<file path="src/rtl/xpc_pkg.sv">
package xpc_pkg;

    typedef enum logic {
        RST_ASYNC = 1'b0,
        RST_SYNC  = 1'b1
    } rst_mode_e;

    localparam int         DEF_W     = 10;
    localparam logic [9:0] DEF_PRE   = 10'h155;
    localparam int         DEF_TAP   = 4;

    // Encode and decode are the same XOR against the reset constant.
    function automatic logic [63:0] xpc_flip(input logic [63:0] v, input logic [63:0] k);
        return v ^ k;
    endfunction

endpackage

</file>
<file path="src/rtl/xpc_rst_cond.sv">
module xpc_rst_cond #(
    parameter bit SYNC = 1'b0
) (
    input  logic clk,
    input  logic rst_i,
    output logic rst_o
);
    generate
        if (SYNC) begin : g_sync
            logic s1_q, s2_q;
            always_ff @(posedge clk) begin
                s1_q <= rst_i;
                s2_q <= s1_q;
            end
            assign rst_o = s2_q;
        end else begin : g_async
            assign rst_o = rst_i;
        end
    endgenerate
endmodule

</file>
<file path="src/rtl/xpc_core.sv">
module xpc_core
    import xpc_pkg::*;
#(
    parameter int           W     = DEF_W,
    parameter logic [W-1:0] PRE   = W'(DEF_PRE),
    parameter bit           ASYNC = 1'b1
) (
    input  logic         clk,
    input  logic         rst_eff,
    output logic [W-1:0] logical_o
);
    localparam logic [W-1:0] ONE = W'(1);

    logic [W-1:0] stored_q;
    logic [W-1:0] stored_d;
    logic [W-1:0] logical;

    always_comb begin
        logical  = W'(xpc_flip(64'(stored_q), 64'(PRE)));
        stored_d = W'(xpc_flip(64'(logical + ONE), 64'(PRE)));
    end

    generate
        if (ASYNC) begin : g_async
            always_ff @(posedge clk or posedge rst_eff) begin
                if (rst_eff) stored_q <= '0;
                else         stored_q <= stored_d;
            end
        end else begin : g_sync
            always_ff @(posedge clk) begin
                if (rst_eff) stored_q <= '0;
                else         stored_q <= stored_d;
            end
        end
    endgenerate

    assign logical_o = logical;

    AST_STORE_CLEAR: assert property (@(posedge clk)
        rst_eff |=> (stored_q == '0));
    AST_RESET_VALUE: assert property (@(posedge clk)
        rst_eff |=> (logical_o == PRE));
    AST_STEP_ONE: assert property (@(posedge clk) disable iff (rst_eff)
        1'b1 |=> (logical_o == W'($past(logical_o) + ONE)));
endmodule

</file>
<file path="src/rtl/xpc_tap.sv">
module xpc_tap #(
    parameter bit ASYNC = 1'b1
) (
    input  logic clk,
    input  logic rst_eff,
    input  logic bit_i,
    output logic q_o
);
    generate
        if (ASYNC) begin : g_async
            always_ff @(posedge clk or posedge rst_eff) begin
                if (rst_eff) q_o <= 1'b0;
                else         q_o <= bit_i;
            end
        end else begin : g_sync
            always_ff @(posedge clk) begin
                if (rst_eff) q_o <= 1'b0;
                else         q_o <= bit_i;
            end
        end
    endgenerate

    AST_TAP_FOLLOW: assert property (@(posedge clk) disable iff (rst_eff)
        1'b1 |=> (q_o == $past(bit_i)));
    AST_TAP_CLEAR: assert property (@(posedge clk)
        rst_eff |=> (q_o == 1'b0));
endmodule

</file>
<file path="src/rtl/xor_preset_counter.sv">
module xor_preset_counter
    import xpc_pkg::*;
#(
    parameter int           CNT_W    = DEF_W,
    parameter logic [CNT_W-1:0] PRE_VAL = CNT_W'(DEF_PRE),
    parameter int           TAP_IDX  = DEF_TAP,
    parameter rst_mode_e    RST_MODE = RST_ASYNC
) (
    input  logic             clk,
    input  logic             rst,
    output logic             tap_o,
    output logic [CNT_W-1:0] count_o
);
    localparam bit IS_ASYNC = (RST_MODE == RST_ASYNC);

    logic rst_eff;

    xpc_rst_cond #(.SYNC(!IS_ASYNC)) u_rst (
        .clk   (clk),
        .rst_i (rst),
        .rst_o (rst_eff)
    );

    xpc_core #(.W(CNT_W), .PRE(PRE_VAL), .ASYNC(IS_ASYNC)) u_core (
        .clk       (clk),
        .rst_eff   (rst_eff),
        .logical_o (count_o)
    );

    xpc_tap #(.ASYNC(IS_ASYNC)) u_tap (
        .clk     (clk),
        .rst_eff (rst_eff),
        .bit_i   (count_o[TAP_IDX]),
        .q_o     (tap_o)
    );
endmodule

</file>
<file path="config.mk">
export PLATFORM = sky130hd
export DESIGN_NAME = xor_preset_counter
export DESIGN_NICKNAME = d
export VERILOG_FILES = /design/src/rtl/xpc_pkg.sv /design/src/rtl/xpc_rst_cond.sv /design/src/rtl/xpc_core.sv /design/src/rtl/xpc_tap.sv /design/src/rtl/xor_preset_counter.sv
export SDC_FILE = /design/constraint.sdc
export NUM_CORES = 1
export LEC_CHECK = 0
export ABC_AREA = 1
export ABC_CLOCK_PERIOD_IN_PS = 1250
export BUFFER_PORTS_ARGS = -buffer_cell sky130_fd_sc_hd__buf_4
export CAP_MARGIN = 0
export CORE_MARGIN = 3
export CORE_UTILIZATION = 30
export CTS_CLUSTER_DIAMETER = 40
export DETAILED_ROUTE_END_ITERATION = 12
export PLACE_DENSITY = 0.46
export RECOVER_POWER = 25
export SLEW_MARGIN = 30
export SYNTH_ARGS = -nofsm -noshare
export SYNTH_HDL_FRONTEND = slang
export SYNTH_SLANG_ARGS = --single-unit
export TNS_END_PERCENT = 5
</file>
<file path="constraint.sdc">
create_clock -name clk -period 1.25 [get_ports clk]
set_input_delay 0.25 -clock clk [delete_from_list [all_inputs] [get_ports clk]]
set_output_delay 0.25 -clock clk [all_outputs]
set_load 0.03 [all_outputs]
</file>
==> metrics.txt <==
Final Hold Fails 11; vias in the first global route 347; # Post-CTS Setup Buffers 0; clock skew 0.004407 ns; Clock Tree Buf Depth 2; Synth Warn # 0; GRT overflow 0; design area 674.4 sq um; syn_nets 67; CP endpoint kind output port; final worst-path cycle share 95.29%; Slew HR 70.44%; average wire per standard cell 8.808 um; standard-cell row count 14; gr usage total 8.595%; RSZ-0062 raised after global routing false; Top Ports 13; Area growth, synth to finish 20.85%; largest net degree at the start of global routing 12; Vias/cell 3.970; total die area 2414 sq um; Psw 0.0001200 W; Logic pwr share 1.5%; Final Util 41.40%; Synth Area in Compound Gates 1.794%; Post-CTS Hold Buffers 0; Seq/Total Area, Yosys 49.33%; gpl congestion 0.6777; largest family of logic cells by synthesized area simple AND/OR/NAND/NOR gates; worst slew pin tran 0.4429 ns; Num Clock Sinks 11; total negative slack 0 ns; Syn Inst Count 64; # port buffers 12; Fin Hold WS -0.01349 ns; Final Max Slew Viols 0; Die W 49.13 um; Setup CP Type flop to output port; Synth Area in Simple Gates 26.01%; Initial Util 34.25%; clock latency on the worst-skew pair 0.26 ns; share of post-route cells with drive strength above 1 33.33%; status complete, but fails checks; Core Region 1629 sq um; Die H 49.13 um; critical path data arrival time 0.94 ns; placed cell area 640.6 sq um; Synth Register Bits 11; Synth Flop Type dfrtp_1; Avg Inst Size Synth 8.719 sq um; First-pass DRT Iterations 4; total CTS buffers 3; WL final 872 um; post-route antenna net violation count 0; count of final setup violators 0; commonest non-fill, non-tap cell in the layout nand2_1; Power per Cell Area 890.9 nW/um^2; mux share of post-synthesis cell area 0%; htree depth 1; Async SR Flop Fraction 100.0%; worst path required time 1.00 ns; Max Cap Viol 0; switching share of power 19.98%; cell-internal power 0.0004808 W; peak supply drop 0.4573 mV; adder-cell share of the synthesized area 2.242%; Mapped Area 558.0 sq um; Worst setup SP type flop; drt drc 0; number of diodes 0; Seq pwr share 59.2%; Detailed Place HPWL 682.9 um; first-pass GRT wire length 1.552 mm; fillcell total 175; R2R depth 7; Synth cell types 17; vias 393; EDFF count, synth 0; Final nets 79; post-synthesis xor/xnor area fraction 3.139%; clock root buffer clkbuf_4; initial antenna violation count 0; CTS tree yes; Clock power frac 39.3%; violations in the final reports hold timing; fmax 839.5 MHz; CP Max Fanout 3; Hold Path Class input pin to async pin; P_leak 0.3631 nW; most frequent cells in the layout nand2_1, buf_4, dfrtp_1, inv_1, clkbuf_4; Clk pin slew, worst setup/hold paths 0.07 ns; DRT iter0 DRCs 11; Tmin final 1.191 ns
## critical path, cell delays in order, from the launching register on
cell and delay, ns:
dfrtp_1 0.41, inv_2 0.10, buf_4 0.17
## metal layers
layer | GRT usage [%] | vias to the layer above | part of all wire [%]
met1 | 10.73 | 174 | 51
li1 | - | 208 | -
met2 | 11.61 | 9 | 42
met5 | 0 | - | 0
met3 | 4.893 | 2 | 5.5
met4 | 4.265 | 0 | 1.7
## cells by family after synthesis
| family | count (synthesis) |
|---|---|
| flops | 11 |
| xor+xnor | 2 |
| fa+ha+maj | 1 |
| compound gates | 2 |
| buf+inv | 19 |
| simple gates | 29 |
## worst paths after layout
path / end / from / slack (ns)
max: count_o[2] / u_core.stored_q[2] / 0.06
min: u_core.stored_q[9] / rst / -0.01
max reg2reg: u_core.stored_q[6] / u_core.stored_q[0] / 0.13
min in group clk: u_core.stored_q[8] / u_core.stored_q[8] / 0.47
max in group asynchronous: u_core.stored_q[0] / rst / 0.95
min reg2reg: u_core.stored_q[8] / u_core.stored_q[8] / 0.47
## registers in the layout (all words and copies together), names as in the netlist
name and cells:
u_core.stored_q 10, u_tap.q_o 1
## stage by stage
step / setup slack (ns) / instances / total power, W
global placement: 0.1231 / 95 / 0.0003729
global route: 0.003394 / 99 / 0.0006362
finish: 0.05881 / 99 / 0.0006008
CTS: 0.02811 / 99 / 0.0006160
detailed placement: 0.1260 / 95 / 0.0003730
floorplan: 0.1443 / 64 / 0.0003680
## power by group through the flow
| stage | sequential, W | combinational [W] | clock, W |
|---|---|---|---|
| 3_3_place_gp | 0.000363 | 0.0000103 | 0 |
| 5_1_grt | 0.000355 | 0.0000112 | 0.000270 |
| 3_5_place_dp | 0.000363 | 0.0000105 | 0 |
| 4_1_cts | 0.000356 | 0.0000105 | 0.000250 |
| 6_report | 0.000356 | 0.00000927 | 0.000236 |
| 2_1_floorplan | 0.000363 | 0.00000546 | 0 |
## cell usage after synthesis (3+ instances only)
master	instances	area, sq um
nor2_1	3	11.26
buf_4	7	52.55
nand2_1	18	67.56
nand3_1	3	15.01
inv_1	9	33.78
inv_2	3	11.26
dfrtp_1	11	275.3
## timing repair
item                       4_1_cts  5_1_grt
gates resized for setup          0        2
hold endpoints to repair         0        0
setup endpoints to repair        0        2
## final cells by class
cell class,count,area [sq um],share of cell area [%]
flip-flops and latches,11,275.3,40.82
multi-input cells,34,185.2,27.46
repair buffers,14,112.6,16.70
inverters,12,45.04,6.679
well taps,24,30.03,4.453
clock buffers,4,26.28,3.896
(Power assumes the default switching activity.)
